`src/rtl/qdd_pkg.sv`:
```
package qdd_pkg;
  localparam int NCH = 4;

  typedef enum logic {
    MODE_BYTE = 1'b0,
    MODE_WORD = 1'b1
  } bus_mode_e;
endpackage

```
`src/rtl/qdd_edge_cap.sv`:
```
// Captures one bus word per clock edge and the framing input on both edges.
module qdd_edge_cap #(
  parameter int W = 16
) (
  input  logic         clk,
  input  logic         rst_n,
  input  logic [W-1:0] din,
  input  logic         frm,
  input  logic         wide_in,
  input  logic         pen_in,
  output logic [W-1:0] rise_w,
  output logic [W-1:0] fall_w,
  output logic         sync_r,
  output logic         par_f,
  output logic         wide_r,
  output logic         pen_r,
  output logic         pair_ok
);
  // rising-edge half of the pair, with the controls that travel with it
  always_ff @(posedge clk) begin
    if (!rst_n) begin
      rise_w  <= '0;
      sync_r  <= 1'b0;
      wide_r  <= 1'b0;
      pen_r   <= 1'b0;
      pair_ok <= 1'b0;
    end else begin
      rise_w  <= din;
      sync_r  <= frm;
      wide_r  <= wide_in;
      pen_r   <= pen_in;
      pair_ok <= 1'b1;
    end
  end

  // falling-edge half of the pair; frm here is the candidate parity bit
  always_ff @(negedge clk) begin
    if (!rst_n) begin
      fall_w <= '0;
      par_f  <= 1'b0;
    end else begin
      fall_w <= din;
      par_f  <= frm;
    end
  end
endmodule

```
`src/rtl/qdd_assembler.sv`:
```
// Turns a stream of word pairs into complete four-channel samples.
module qdd_assembler
  import qdd_pkg::*;
#(
  parameter int W = 16
) (
  input  logic         clk,
  input  logic         rst_n,
  input  logic         pair_ok,
  input  logic         sync,
  input  logic         wide,
  input  logic [W-1:0] first_w,
  input  logic [W-1:0] second_w,
  output logic         smp_vld,
  output logic [W-1:0] ch_q [NCH],
  output logic         go,
  output logic         start,
  output logic         smp_end
);
  localparam int H = W / 2;

  bus_mode_e   mode;
  logic        ph;
  logic        locked;
  logic        ph_eff;
  logic        open_q;
  logic [W-1:0] hi_w;
  logic [W-1:0] lo_w;

  assign mode    = wide ? MODE_WORD : MODE_BYTE;
  assign start   = pair_ok & sync;
  assign ph_eff  = start ? 1'b0 : ph;
  // byte layout has no defined boundary until a sync has been seen
  assign open_q  = locked | start | (mode == MODE_WORD);
  assign go      = pair_ok & open_q;
  assign smp_end = go & ph_eff;

  // byte lanes: high byte on the first edge, low byte on the second
  assign hi_w = {first_w[W-1:H], second_w[W-1:H]};
  assign lo_w = {first_w[H-1:0], second_w[H-1:0]};

  generate
    for (genvar g = 0; g < NCH; g++) begin : g_slot
      localparam bit PH_WORD = ((g / 2) == 1);
      localparam bit PH_BYTE = ((g % 2) == 1);
      localparam bit IS_EVEN = ((g % 2) == 0);
      localparam bit IS_UPPER = (g < 2);

      logic         slot_ph;
      logic [W-1:0] slot_v;
      logic [W-1:0] hold_r;
      logic [W-1:0] out_r;

      always_comb begin
        if (mode == MODE_WORD) begin
          slot_ph = PH_WORD;
          slot_v  = IS_EVEN ? first_w : second_w;
        end else begin
          slot_ph = PH_BYTE;
          slot_v  = IS_UPPER ? hi_w : lo_w;
        end
      end

      always_ff @(posedge clk) begin
        if (!rst_n) begin
          hold_r <= '0;
          out_r  <= '0;
        end else if (go) begin
          if (!ph_eff) begin
            hold_r <= slot_v;
          end else begin
            out_r <= slot_ph ? slot_v : hold_r;
          end
        end
      end

      assign ch_q[g] = out_r;
    end
  endgenerate

  always_ff @(posedge clk) begin
    if (!rst_n) begin
      ph      <= 1'b0;
      locked  <= 1'b0;
      smp_vld <= 1'b0;
    end else begin
      smp_vld <= smp_end;
      locked  <= locked | start;
      if (go) begin
        ph <= ~ph_eff;
      end
    end
  end
endmodule

```
`src/rtl/qdd_blk_parity.sv`:
```
// Even parity over a block of samples, checked against the bit sent at sync.
module qdd_blk_parity #(
  parameter int W   = 16,
  parameter int BLK = 8
) (
  input  logic         clk,
  input  logic         rst_n,
  input  logic         go,
  input  logic         start,
  input  logic         smp_end,
  input  logic         par_en,
  input  logic         par_bit,
  input  logic         clr_err,
  input  logic [W-1:0] first_w,
  input  logic [W-1:0] second_w,
  output logic         par_err
);
  localparam int CW = (BLK > 1) ? $clog2(BLK) : 1;
  localparam logic [CW-1:0] LAST_IDX = CW'(BLK - 1);

  logic          armed;
  logic          pbit;
  logic          acc;
  logic [CW-1:0] cnt;
  logic          pair_x;
  logic          acc_nx;
  logic          blk_last;
  logic          mism;

  assign pair_x   = ^{first_w, second_w};
  assign acc_nx   = start ? pair_x : (acc ^ pair_x);
  assign blk_last = smp_end & (cnt == LAST_IDX);
  assign mism     = go & armed & blk_last & (acc_nx ^ pbit);

  always_ff @(posedge clk) begin
    if (!rst_n) begin
      armed <= 1'b0;
      pbit  <= 1'b0;
      acc   <= 1'b0;
      cnt   <= '0;
    end else if (go) begin
      acc <= acc_nx;
      if (start) begin
        armed <= par_en;
        pbit  <= par_bit;
        cnt   <= '0;
      end else if (smp_end) begin
        if (blk_last) begin
          armed <= 1'b0;
        end else begin
          cnt <= cnt + 1'b1;
        end
      end
    end
  end

  always_ff @(posedge clk) begin
    if (!rst_n) begin
      par_err <= 1'b0;
    end else begin
      par_err <= (par_err & ~clr_err) | mism;
    end
  end
endmodule

```
`src/rtl/quad_ddr_deint.sv`:
```
module quad_ddr_deint
  import qdd_pkg::*;
#(
  parameter int SMP_W       = 16,
  parameter int BLK_SAMPLES = 8
) (
  input  logic             clk,
  input  logic             rst_n,
  input  logic             wide_mode,
  input  logic             par_en,
  input  logic             clr_err,
  input  logic [SMP_W-1:0] din,
  input  logic             frm,
  output logic             out_vld,
  output logic [SMP_W-1:0] ch_a,
  output logic [SMP_W-1:0] ch_b,
  output logic [SMP_W-1:0] ch_c,
  output logic [SMP_W-1:0] ch_d,
  output logic             par_err
);
  logic [SMP_W-1:0] rise_w;
  logic [SMP_W-1:0] fall_w;
  logic             sync_r;
  logic             par_f;
  logic             wide_r;
  logic             pen_r;
  logic             pair_ok;
  logic [SMP_W-1:0] ch_q [NCH];
  logic             go;
  logic             start;
  logic             smp_end;

  qdd_edge_cap #(.W(SMP_W)) u_cap (
    .clk     (clk),
    .rst_n   (rst_n),
    .din     (din),
    .frm     (frm),
    .wide_in (wide_mode),
    .pen_in  (par_en),
    .rise_w  (rise_w),
    .fall_w  (fall_w),
    .sync_r  (sync_r),
    .par_f   (par_f),
    .wide_r  (wide_r),
    .pen_r   (pen_r),
    .pair_ok (pair_ok)
  );

  qdd_assembler #(.W(SMP_W)) u_asm (
    .clk      (clk),
    .rst_n    (rst_n),
    .pair_ok  (pair_ok),
    .sync     (sync_r),
    .wide     (wide_r),
    .first_w  (rise_w),
    .second_w (fall_w),
    .smp_vld  (out_vld),
    .ch_q     (ch_q),
    .go       (go),
    .start    (start),
    .smp_end  (smp_end)
  );

  qdd_blk_parity #(.W(SMP_W), .BLK(BLK_SAMPLES)) u_par (
    .clk      (clk),
    .rst_n    (rst_n),
    .go       (go),
    .start    (start),
    .smp_end  (smp_end),
    .par_en   (pen_r),
    .par_bit  (par_f),
    .clr_err  (clr_err),
    .first_w  (rise_w),
    .second_w (fall_w),
    .par_err  (par_err)
  );

  assign ch_a = ch_q[0];
  assign ch_b = ch_q[1];
  assign ch_c = ch_q[2];
  assign ch_d = ch_q[3];
endmodule

```
`config.mk`:
```
export PLATFORM = sky130hd
export DESIGN_NAME = quad_ddr_deint
export DESIGN_NICKNAME = d
export VERILOG_FILES = /design/src/rtl/qdd_pkg.sv /design/src/rtl/qdd_edge_cap.sv /design/src/rtl/qdd_assembler.sv /design/src/rtl/qdd_blk_parity.sv /design/src/rtl/quad_ddr_deint.sv
export SDC_FILE = /design/constraint.sdc
export NUM_CORES = 1
export LEC_CHECK = 0
export ABC_AREA = 1
export BUFFER_PORTS_ARGS = -buffer_cell sky130_fd_sc_hd__buf_2
export CAP_MARGIN = 25
export CORE_MARGIN = 3
export CORE_UTILIZATION = 52
export DETAILED_ROUTE_END_ITERATION = 10
export PLACE_DENSITY = 0.77
export SLEW_MARGIN = 30
export SYNTH_ARGS = -nofsm -noshare
export SYNTH_HDL_FRONTEND = slang
export SYNTH_HIERARCHICAL = 1
export SYNTH_SLANG_ARGS = --single-unit
```
`constraint.sdc`:
```
create_clock -name clk -period 1.65 [get_ports clk]
set_clock_uncertainty 0.1 [all_clocks]
set_input_delay 0.165 -clock clk [delete_from_list [all_inputs] [get_ports clk]]
set_output_delay 0.165 -clock clk [all_outputs]
set_load 0.005 [all_outputs]
```
After elaboration in Yosys (flattened, before gate mapping)
Index checks and enable logic that the tools add are counted.
{"block": "word_totals", "reg_bits": 159, "inputBits": 22, "output_inout_bits": 66, "wordCells": 67}
{"block": "op_classes", "n_addsub": 1, "eq_ne": 2, "n_mux": 19, "bitwise_logic": 15, "n_reduce_logical": 8}
{"cell": "2-to-1 mux 16 bit", "n": 6}
{"cell": "XOR reduction 32 bit", "n": 1}
{"cell": "2-to-1 mux 1 bit", "n": 9}
{"cell": "2-to-1 mux 3 bit", "n": 3}
{"cell": "bitwise AND 1 bit", "n": 8}
{"cell": "2-to-1 mux 8 bit", "n": 1}
{"cell": "AND reduction 2 bit", "n": 3}
{"cell": "AND reduction 3 bit", "n": 2}
{"cell": "nonzero test 2 bit", "n": 2}
{"cell": "adder 3 x 1 -> 3 bit, second input constant", "n": 1}
{"cell": "equality test 3 bit, second input constant", "n": 1}
{"cell": "OR 1 bit", "n": 3}
{"cell": "inequality test 2 bit, second input constant", "n": 1}
{"cell": "NOT 1 bit", "n": 2}
{"cell": "bitwise XOR 1 bit", "n": 2}

Longest topological paths before layout
{"block": "logic_depth", "depth_word": 9, "ltp_mapped": 17, "mapped_depth_nobuf": 17}

By module
The synthesis kept the hierarchy.
{"module": "qdd_assembler", "instances": 1, "cells_per_inst": 754, "area_per_inst_um2": 5037.3, "seq_area_each_um2": 2302.2}
{"module": "qdd_blk_parity", "instances": 1, "cells_per_inst": 200, "area_per_inst_um2": 1013.5, "seq_area_each_um2": 140.1}
{"module": "qdd_edge_cap", "instances": 1, "cells_per_inst": 78, "area_per_inst_um2": 920.9, "seq_area_each_um2": 740.7}

==> impl_metrics.env <==
export IMPL_crit_buf_inv=1
export IMPL_io_buffers=87
export IMPL_maxCapViolations=0
export IMPL_final_cells=1378
export IMPL_start_util_pct=54.1
export IMPL_layout_nets=1217
export IMPL_r2r_cells=13
export IMPL_cts_tree="built"
export IMPL_cts_sinks=159
export IMPL_grt_pass1_vias=6274
export IMPL_ys_top_cells_by_area="dfxtp_1, nand2_1, nand3_1"
export IMPL_dr_pass1_iters=5
export IMPL_crit_cells=13
export IMPL_rows=41
export IMPL_setup_violations=54
export IMPL_vias_per_cell=5.12
export IMPL_critPathLaunchType="flop"
export IMPL_syn_mean_instance_area_um2=6.76
export IMPL_yosys_warnings=6
export IMPL_numCtsBuffers=17
export IMPL_h_tree_depth=4
export IMPL_dp_cells=1286
export IMPL_worst_slew_pin_slew_ns=0.529
export IMPL_pin_count=88
export IMPL_hp_class="in2reg"
export IMPL_cp_required_ns=1.92
export IMPL_design_core_area_um2=12900
export IMPL_ctsRootBufferMaster="clkbuf_16"
export IMPL_drtIter0Drc=570
export IMPL_yosys_register_bits=159
export IMPL_cp_end_kind="flop"
export IMPL_insertion_delay_ns=0.46
export IMPL_vias=7058
export IMPL_antenna_left=0
export IMPL_synth_nets=1056
export IMPL_power_density_nw_per_um2=1040
export IMPL_grt_pass1_wl_um=30000
export IMPL_area_growth_pct=38.1
export IMPL_cp_startpoint="u_cap/fall_w[9]"
export IMPL_setup_tns_ns=-9.79
export IMPL_violations="setup timing"
export IMPL_hold_violations=0
export IMPL_die_y_um=122
export IMPL_antenna_found_initial=0
export IMPL_r2r_slack_ns=-0.93
export IMPL_num_antenna_cells=0
export IMPL_yosysTopAreaCellShare_pct=45.7
export IMPL_grt_overflow_total=0
export IMPL_r2r_end="u_par/par_err"
export IMPL_synth_distinct_cells=21
export IMPL_grt_usage_pct=25.8
export IMPL_cp_top_family="simple AND/OR/NAND/NOR gates"
export IMPL_synth_area_um2=6970
export IMPL_gp_congestion=0.896
export IMPL_critPathMostFrequentCell="nand2_2"
export IMPL_path_clk_slew_ns=0.06
export IMPL_status="complete, but fails checks"
export IMPL_ir_drop_v=0.000881
export IMPL_die_area_um2=14800
export IMPL_synth_largest_area_cell="dfxtp_1"
export IMPL_rsz0062_at_grt="yes"
export IMPL_crit_chain="xor2_2 > nand2_1 > nand2_1 > nand2_1 > nand2_1 > nand2_2 > nand2_2 > inv_2 > nand2_2 > nand2_2 > nand2_2 > nand3_2 > a21oi_2"
export IMPL_crit_arrival_ns=2.85
export IMPL_routedWlPerCell_um=14.2
export IMPL_drc=0
export IMPL_endpoint="u_par/par_err"
export IMPL_crit_slowest_cell="dfxtp_4"
export IMPL_ys_seq_area_share_pct=45.7
export IMPL_setup_slack_ns=-0.934
export IMPL_fillers=892
export IMPL_grt_max_degree=131
export IMPL_relSlewSlack_pct=64.7
export IMPL_worstHoldStart="rst_n"
export IMPL_synth_cells=1032
export IMPL_pre_cts_ws_ns=-0.764
export IMPL_r2r_start="u_cap/fall_w[9]"
export IMPL_slowest_delay_ns=0.40
export IMPL_p_leak_nw=5.11
export IMPL_clockBufferDepth=2
export IMPL_final_layout_size_suffix_gt1_share_pct=27.4
export IMPL_crit_fanout=3
export IMPL_crit_type="reg2reg"
export IMPL_slew_viol_final=0
export IMPL_die_width_um=122
export IMPL_dp_hpwl_um=11800
export IMPL_finalWirelength_um=19600
[cell usage after synthesis]
cell and number:
buf_6 6, xnor2_1 8, nand3_2 3, a21oi_2 2
nor2_1 102, o21ai_0 67, ha_1 2, buf_1 6
dfxtp_1 159, inv_2 6, inv_1 111, nand2_2 10
nand3_1 139, nand3b_1 1, a21oi_1 7, nand2_1 351
clkbuf_1 27, buf_4 5, xor2_1 7, buf_12 1
buf_2 12
[timing repair]
| item | CTS | global route |
|---|---|---|
| setup buffers | 5 | 9 |
| hold endpoints to repair | 21 | 0 |
| pin swaps | 48 | 73 |
| resized for setup | 131 | 100 |
| endpoints found under the setup margin | 50 | 69 |
| hold buffers | 38 | 0 |
[stage by stage]
step           instance area (um^2)  util (%)  hold WS (ns)  power [W]
6_report                       9630      74.8        0.0965     0.0100
5_1_grt                        9630      74.8         0.116     0.0104
4_1_cts                        9250      71.9        0.0674    0.00982
3_5_place_dp                   7810      60.7         0.257    0.00529
3_3_place_gp                   7810      60.7         0.247    0.00526
2_1_floorplan                  6990         -        0.0927    0.00498
[metal layers]
metal,share of wire [%],vias to the layer above,global-route usage [%]
met3,5.4,49,5.80
met5,0,-,0
met4,2.9,0,10.7
met1,41,3259,31.2
li1,-,3507,-
met2,50,243,44.2
[flip-flops by register name (all words and copies together) (netlist names)]
| signal | flops |
|---|---|
| u_asm/g_slot.out_r | 64 |
| u_cap/rise_w | 16 |
| u_asm/locked | 1 |
| u_par/par_err | 1 |
| u_cap/sync_r | 1 |
| u_par/acc | 1 |
| u_cap/par_f | 1 |
| u_cap/fall_w | 16 |
| u_par/cnt | 3 |
| u_asm/smp_vld | 1 |
| u_asm/g_slot.hold_r | 48 |
| u_cap/pen_r | 1 |
| u_cap/pair_ok | 1 |
| u_asm/ph | 1 |
| u_par/pbit | 1 |
| u_cap/wide_r | 1 |
| u_par/armed | 1 |
[where the power goes]
part | switching, W | internal, W | leakage [nW]
clock | 0.00170 | 0.00276 | 0.401
combinational | 0.000872 | 0.000554 | 3.40
sequential | 0.000107 | 0.00401 | 1.31
total | 0.00268 | 0.00732 | 5.11
[cell families after synthesis]
logic type      after synthesis  share of synthesized area, %
fa+ha+maj                     2                         0.359
xor+xnor                     15                          1.88
buf+inv                     174                          10.7
compound gates               76                          5.56
flops                       159                          45.7
simple gates                606                          35.8
[cell usage in the layout (no fill, tap or decap), types with 3 or more instances in the layout]
cell type      count
a21oi_1            6
a21oi_2            3
buf_12             6
buf_2             86
buf_4             30
buf_6             22
bufinv_16          4
clkbuf_16         18
clkinv_4           3
clkinvlp_4         3
dfxtp_1          142
dfxtp_2            8
dfxtp_4            9
dlygate4sd3_1     38
inv_1            117
inv_2              8
inv_4              8
nand2_1          297
nand2_2           40
nand2_4           19
nand2_8            5
nand3_1          130
nand3_2           12
nor2_1            91
nor2_2             8
nor2_4             3
o21ai_0           34
o21ai_1            5
o21ai_2           26
xnor2_1            6
xor2_1             5
[tightest hold or removal path, cell delays in order]
cell and delay (ns):
buf_6 0.15, buf_4 0.17, nand2_1 0.07, inv_1 0.04
[area by class of cell]
cell class / instances / area (um^2) / share of cell area [%]
Multi-Input combinational cell: 699 / 3590 / 37.3
Sequential cell: 159 / 3230 / 33.5
Timing Repair Buffer: 183 / 1420 / 14.7
Clock buffer: 21 / 482 / 5.00
Inverter: 116 / 455 / 4.73
Clock inverter: 28 / 238 / 2.47
Tap cell: 172 / 215 / 2.24
[how the worst min path moves through the flow]
stage | end | slack, ns | cells after the start
2_1_floorplan | u_cap/pair_ok | 0.09 | 0
3_3_place_gp | u_cap/pen_r | 0.25 | 3
3_5_place_dp | u_cap/pen_r | 0.26 | 3
4_1_cts | u_cap/wide_r | 0.07 | 4
5_1_grt | u_cap/wide_r | 0.12 | 4
6_report | u_cap/wide_r | 0.1 | 4
Power figures use the tool's default switching activity.
